`src/rtl/ddr_cmd_regbuf_pkg.sv`:
```
package ddr_cmd_regbuf_pkg;
  localparam int unsigned CMD_W    = 14;
  localparam int unsigned SEL_W    = 2;
  localparam int unsigned N_COPY   = 2;
  localparam int unsigned ERR_LAG  = 2;  // edges from parity sample to flag low
  localparam int unsigned ERR_HOLD = 2;  // cycles the flag stays low

  typedef struct packed {
    logic             cke;
    logic             odt;
    logic [SEL_W-1:0] cs_n;
  } ctrl_t;
endpackage

```
`src/rtl/ddr_cmd_out_stage.sv`:
```
module ddr_cmd_out_stage
  import ddr_cmd_regbuf_pkg::*;
#(
  parameter int unsigned DATA_W = CMD_W,
  parameter int unsigned NCOPY  = N_COPY
) (
  input  logic              clk_i,
  input  logic              rst_ni,
  input  logic              load_i,
  input  logic [DATA_W-1:0] data_i,
  input  ctrl_t             ctrl_i,
  output logic [DATA_W-1:0] data_o [NCOPY],
  output ctrl_t             ctrl_o [NCOPY]
);
  logic [DATA_W-1:0] data_q;
  ctrl_t             ctrl_q;

  always_ff @(posedge clk_i or negedge rst_ni) begin
    if (!rst_ni) begin
      data_q <= '0;
      ctrl_q <= '0;
    end else begin
      ctrl_q <= ctrl_i;
      if (load_i) data_q <= data_i;
    end
  end

  for (genvar g = 0; g < NCOPY; g++) begin : g_copy
    assign data_o[g] = data_q;
    assign ctrl_o[g] = ctrl_q;
  end
endmodule

```
`src/rtl/ddr_par_check.sv`:
```
module ddr_par_check
  import ddr_cmd_regbuf_pkg::*;
#(
  parameter int unsigned DATA_W = CMD_W
) (
  input  logic              clk_i,
  input  logic              rst_ni,
  input  logic              cmd_i,
  input  logic [DATA_W-1:0] data_i,
  input  logic              par_i,
  input  logic              sel2_i,
  output logic              hit_o,
  output logic              part_o
);
  logic              vld_q;
  logic [DATA_W-1:0] data_q;
  logic              hit_q;
  logic              part_q;
  logic              data_x;

  assign data_x = ^data_q;

  // stage 1 holds the command, stage 2 meets the late parity bit
  always_ff @(posedge clk_i or negedge rst_ni) begin
    if (!rst_ni) begin
      vld_q  <= 1'b0;
      data_q <= '0;
      hit_q  <= 1'b0;
      part_q <= 1'b0;
    end else begin
      vld_q  <= cmd_i;
      data_q <= data_i;
      hit_q  <= vld_q & ~(data_x ^ par_i);
      if (vld_q) part_q <= data_x ^ (sel2_i & par_i);
    end
  end

  assign hit_o  = hit_q;
  assign part_o = part_q;
endmodule

```
`src/rtl/ddr_err_stretch.sv`:
```
module ddr_err_stretch
  import ddr_cmd_regbuf_pkg::*;
#(
  parameter int unsigned LAG  = ERR_LAG,
  parameter int unsigned HOLD = ERR_HOLD
) (
  input  logic clk_i,
  input  logic rst_ni,
  input  logic hit_i,
  output logic err_no
);
  localparam int unsigned DW    = (LAG > 1) ? LAG - 1 : 1;
  localparam int unsigned CNT_W = $clog2(HOLD + 1);
  localparam logic [CNT_W-1:0] HOLD_V = CNT_W'(HOLD);

  logic [DW-1:0]    dly_q;
  logic [CNT_W-1:0] cnt_q;

  always_ff @(posedge clk_i or negedge rst_ni) begin
    if (!rst_ni) begin
      dly_q <= '0;
      cnt_q <= '0;
    end else begin
      dly_q[0] <= hit_i;
      for (int i = 1; i < DW; i++) dly_q[i] <= dly_q[i-1];
      // a fresh hit restarts the window
      if (dly_q[DW-1])       cnt_q <= HOLD_V;
      else if (cnt_q != '0)  cnt_q <= cnt_q - 1'b1;
    end
  end

  assign err_no = (cnt_q == '0);
endmodule

```
`src/rtl/ddr_cmd_regbuf.sv`:
```
module ddr_cmd_regbuf
  import ddr_cmd_regbuf_pkg::*;
#(
  parameter int unsigned DATA_W     = CMD_W,
  parameter int unsigned ERR_LAG_P  = ERR_LAG,
  parameter int unsigned ERR_HOLD_P = ERR_HOLD
) (
  input  logic              clk_i,
  input  logic              rst_ni,
  input  logic              slot_sel_i,
  input  logic [DATA_W-1:0] data_i,
  input  logic [SEL_W-1:0]  cs_n_i,
  input  logic              cke_i,
  input  logic              odt_i,
  input  logic              par_i,
  output logic [DATA_W-1:0] qa_o,
  output logic [DATA_W-1:0] qb_o,
  output logic [SEL_W-1:0]  qcs_a_o,
  output logic [SEL_W-1:0]  qcs_b_o,
  output logic              qcke_a_o,
  output logic              qcke_b_o,
  output logic              qodt_a_o,
  output logic              qodt_b_o,
  output logic              part_par_o,
  output logic              par_err_no
);
  logic              cmd_act;
  ctrl_t             ctrl_in;
  logic [DATA_W-1:0] data_cp [N_COPY];
  ctrl_t             ctrl_cp [N_COPY];
  logic              hit;

  assign cmd_act = ~&cs_n_i;
  assign ctrl_in = '{cke: cke_i, odt: odt_i, cs_n: cs_n_i};

  ddr_cmd_out_stage #(.DATA_W(DATA_W), .NCOPY(N_COPY)) i_out (
    .clk_i  (clk_i),
    .rst_ni (rst_ni),
    .load_i (cmd_act),
    .data_i (data_i),
    .ctrl_i (ctrl_in),
    .data_o (data_cp),
    .ctrl_o (ctrl_cp)
  );

  ddr_par_check #(.DATA_W(DATA_W)) i_par (
    .clk_i  (clk_i),
    .rst_ni (rst_ni),
    .cmd_i  (cmd_act),
    .data_i (data_i),
    .par_i  (par_i),
    .sel2_i (slot_sel_i),
    .hit_o  (hit),
    .part_o (part_par_o)
  );

  ddr_err_stretch #(.LAG(ERR_LAG_P), .HOLD(ERR_HOLD_P)) i_err (
    .clk_i  (clk_i),
    .rst_ni (rst_ni),
    .hit_i  (hit),
    .err_no (par_err_no)
  );

  assign qa_o     = data_cp[0];
  assign qb_o     = data_cp[1];
  assign qcs_a_o  = ctrl_cp[0].cs_n;
  assign qcs_b_o  = ctrl_cp[1].cs_n;
  assign qcke_a_o = ctrl_cp[0].cke;
  assign qcke_b_o = ctrl_cp[1].cke;
  assign qodt_a_o = ctrl_cp[0].odt;
  assign qodt_b_o = ctrl_cp[1].odt;
endmodule

```
`config.mk`:
```
export PLATFORM = sky130hd
export DESIGN_NAME = ddr_cmd_regbuf
export DESIGN_NICKNAME = d
export VERILOG_FILES = /design/src/rtl/ddr_cmd_regbuf_pkg.sv /design/src/rtl/ddr_cmd_out_stage.sv /design/src/rtl/ddr_par_check.sv /design/src/rtl/ddr_err_stretch.sv /design/src/rtl/ddr_cmd_regbuf.sv
export SDC_FILE = /design/constraint.sdc
export NUM_CORES = 1
export LEC_CHECK = 0
export BUFFER_PORTS_ARGS = -buffer_cell sky130_fd_sc_hd__clkbuf_2
export CORE_MARGIN = 5
export CORE_UTILIZATION = 47
export DETAILED_ROUTE_END_ITERATION = 12
export GPL_ROUTABILITY_DRIVEN = 0
export PLACE_DENSITY = 0.87
export SLEW_MARGIN = 0
export SYNTH_ARGS = -nofsm -noshare
export SYNTH_HDL_FRONTEND = slang
export SYNTH_HIERARCHICAL = 1
export SYNTH_SLANG_ARGS = --single-unit
```
`constraint.sdc`:
```
create_clock -name clk_i -period 2.3 [get_ports clk_i]
set_input_delay 0.345 -clock clk_i [delete_from_list [all_inputs] [get_ports clk_i]]
set_output_delay 0.345 -clock clk_i [all_outputs]
set_load 0.01 [all_outputs]
```
==> impl_results.md <==
- Synth area leaders: dfrtp_1 65%, mux2_2 11%, buf_4 9.2%, xnor2_1 6.0%, xnor3_2 1.6%
- Quantity of gates resized following cts: 0
- Switching Fraction: 25.6%
- Via-per-instance ratio: 4.51
- Reg area: 951 sq um
- Initial core utilization: roughly half
- Final Cell Area: 1760 sq um
- CTS Buf Count: 5
- Area of the multi-input gates: 367 sq um
- Clock Power Share: 28.3%
- Synth Area in Compound Gates: less than 1%
- Final net count: 165
- Worst Clk Skew: about 12 ps
- Die Wd: approximately 66 microns
- Top cell type by total area after synthesis: dfrtp_1
- Ant. Diodes: 0
- Post-Synth Simple-Gate Area: 1.45%
- PD cells: 911 nW/um^2
- RSZ-0062 raised after global routing: false
- Crit-path cells: xor2_1 -> xnor3_1 -> xnor3_2 -> xnor2_1 -> mux2_4
- Remaining DRCs: 0
- Multiplexer share of the synthesized area: 11.7%
- Xor-xnor portion of the synthesized cell area: 10.3%
- Number of max-cap violations: 0
- Routed WL: roughly 2600 microns
- CTS Root Cell: clkbuf_4
- Critical path buffers and inverters: 0
- Slew HR: 39.1%
- HPWL after DPL: roughly 2000 microns
- Max VDD drop: 0.000547 V
- Critical path class: register to register
- Die Y: approximately 66 microns
- Insertion delay to the later sink of the worst-skew pair: 340 ps
- Worst Max-Slew Pin Slew: 914 ps
- Status: finished, final reports clean
- Fin. max-slew vios: 0
- GRT Total Usage: 13.7%
- Largest family of logic cells by synthesized area: multiplexers
- Number of global-route vias before repair: 918
- Seq pwr share: 49.7%
- Area after DPL: 1680 sq um
- Minimum clock period: approximately 1700 ps
- Clk slew on worst S/H paths: about 110 ps
- Post-Syn Area: roughly 1500 sq um
- Fmax achieved: 574 MHz
- H-tree lvl count: 2
- Max clock buf depth: 2
- Initial antenna violation count: 0
- P_leak: 0.896 nW
- Core area: 3030 sq um
- Logic gate share of total power: between 20 and 25%
- Post-synthesis instance total: 95
- Routed vias: 838
- CTS tree: yes
- Fillers: 269
- Routed Antenna Nets: 0
- DRT Pass-1 Iters: 2
- Post-CTS Setup Repair Bufs: 0
- Fraction of the mapped netlist area in adder cells: 0.850%
- First-pass GRT wire length: about 4100 microns
- Inst Count DP: between 150 and 200
- CP max FO: 2
- Avg WL per Cell: 14.0 microns
- Biggest cell delay along the critical path: 420 ps
- Syn avg cell area: 15.5 sq um
- Part of the cycle the worst path needs: 75.8%
- Non-Filler Instances: 186
- Sw power: 0.000409 W
- Yosys reg bits: 38
- Row count: 20
- Final Setup Violations: 0
- Synth warn: 6
- # port buffers: 59
- Synthesis-to-layout area growth: 19.4%
- CP max-delay cell: xnor3_1
- WP data required: 2530 ps
- Type of origin of the critical path: register
- Hold WC Path Type: input port to register
- CTS sink cnt: 38
- Largest net degree at the start of global routing: 39
- Grt ovf: 0
- Critical Path End Type: register
- WP data arrival: 1980 ps
- Hold buffer count at CTS: 0
- Synth top area share: 64.6%
- Setup total negative slack: 0 ps
- Share of layout cells above drive strength 1: between 50% and 60%
- Unique masters post-synth: 15
- Syn nets: approximately 120
- Top delay family on crit path: XOR/XNOR gates
- Die ar.: 4350 sq um
- Internal: approximately 0.0012 W
- Post-synthesis sequential area ratio: 64.6%
- Design Power: 0.00160 W
- First DRT Iteration DRCs: 9
- IO Count: 60
- Fin. Hold Viols: 0
-- path summary, 6_finish.rpt --
kind,start,to,slack [ps],cells past startpoint
max reg2reg,i_par/data_q[7],i_par/part_o,560,5
min in group asynchronous,rst_ni,i_err/cnt_q[0],120,1
max,i_par/data_q[7],i_par/part_o,560,5
max in group asynchronous,rst_ni,i_par/data_q[2],1610,1
min,odt_i,i_out/ctrl_o[2],100,1
min reg2reg,i_par/hit_o,i_err/dly_q,360,0
-- final cells by class --
cell class / count / share of cell area [%]
clock inverter: 1 / 1.71
timing repair buffer: 59 / 16.8
multi-input combinational: 36 / 20.9
inverter: 2 / 0.427
tap: 44 / 3.13
clock buffer: 6 / 2.92
sequential: 38 / 54.1
-- cell families (layout without fill, tap and decap cells) --
logic type      after synthesis  after routing
mux                          15             15
simple gates                  5              5
compound gates                1              1
fa+ha+maj                     1              1
xor+xnor                     14             14
buf+inv                      21             68
flops                        38             38
-- routing by layer --
layer	vias up	GRT usage, %	wire [microns]
li1	384	-	-
met1	412	11.7	869
met2	35	26.3	1500
met3	7	3.23	156
met4	0	10.7	84
met5	-	0	0
-- cell usage in the layout, fill, tap and decap left out --
cell type  instances
clkbuf_4           5
xnor3_2            1
and2_1             1
mux2_4             1
xor2_1             2
dfrtp_1           38
ha_1               1
clkbuf_8           1
nor2_1             2
clkbuf_2          59
inv_1              2
mux2_2            14
a211o_1            1
xnor3_1            1
xnor2_1           10
nand2_1            2
bufinv_16          1
-- power groups by stage --
stage | clock network (W) | logic (W) | registers [W]
3_5_place_dp | 0 | 0.000361 | 0.000812
6_report | 0.000453 | 0.000352 | 0.000796
4_1_cts | 0.000468 | 0.000361 | 0.000798
3_3_place_gp | 0 | 0.000334 | 0.000803
2_1_floorplan | 0 | 0.000244 | 0.000817
5_1_grt | 0.000506 | 0.000385 | 0.000809
-- state kept, by name, indices dropped and copies added, names as in the netlist --
register,count
i_err/dly_q,1
i_out/ctrl_o,4
i_par/hit_o,1
i_out/data_q,14
i_par/part_o,1
i_par/vld_q,1
i_par/data_q,14
i_err/cnt_q,2
-- cell usage after synthesis --
cell type and number:
buf_6 1, nand2_1 2, inv_1 2, xnor3_2 1, nor2_1 2, mux2_4 1, mux2_2 14, xor2_1 2
ha_1 1, buf_4 18, xnor2_1 10, dfrtp_1 38, and2_1 1, xnor3_1 1, a211o_1 1
-- per-stage QoR --
stage	utilization (%)	worst slack [ps]	hold slack [ps]
finish	58.0	557	103
global route	58.0	481	77.0
CTS	58.0	545	86.6
detailed placement	55.3	553	337
global placement	55.3	638	334
floorplan	-	661	49.4
No activity file was read; power rests on OpenSTA's default activity.
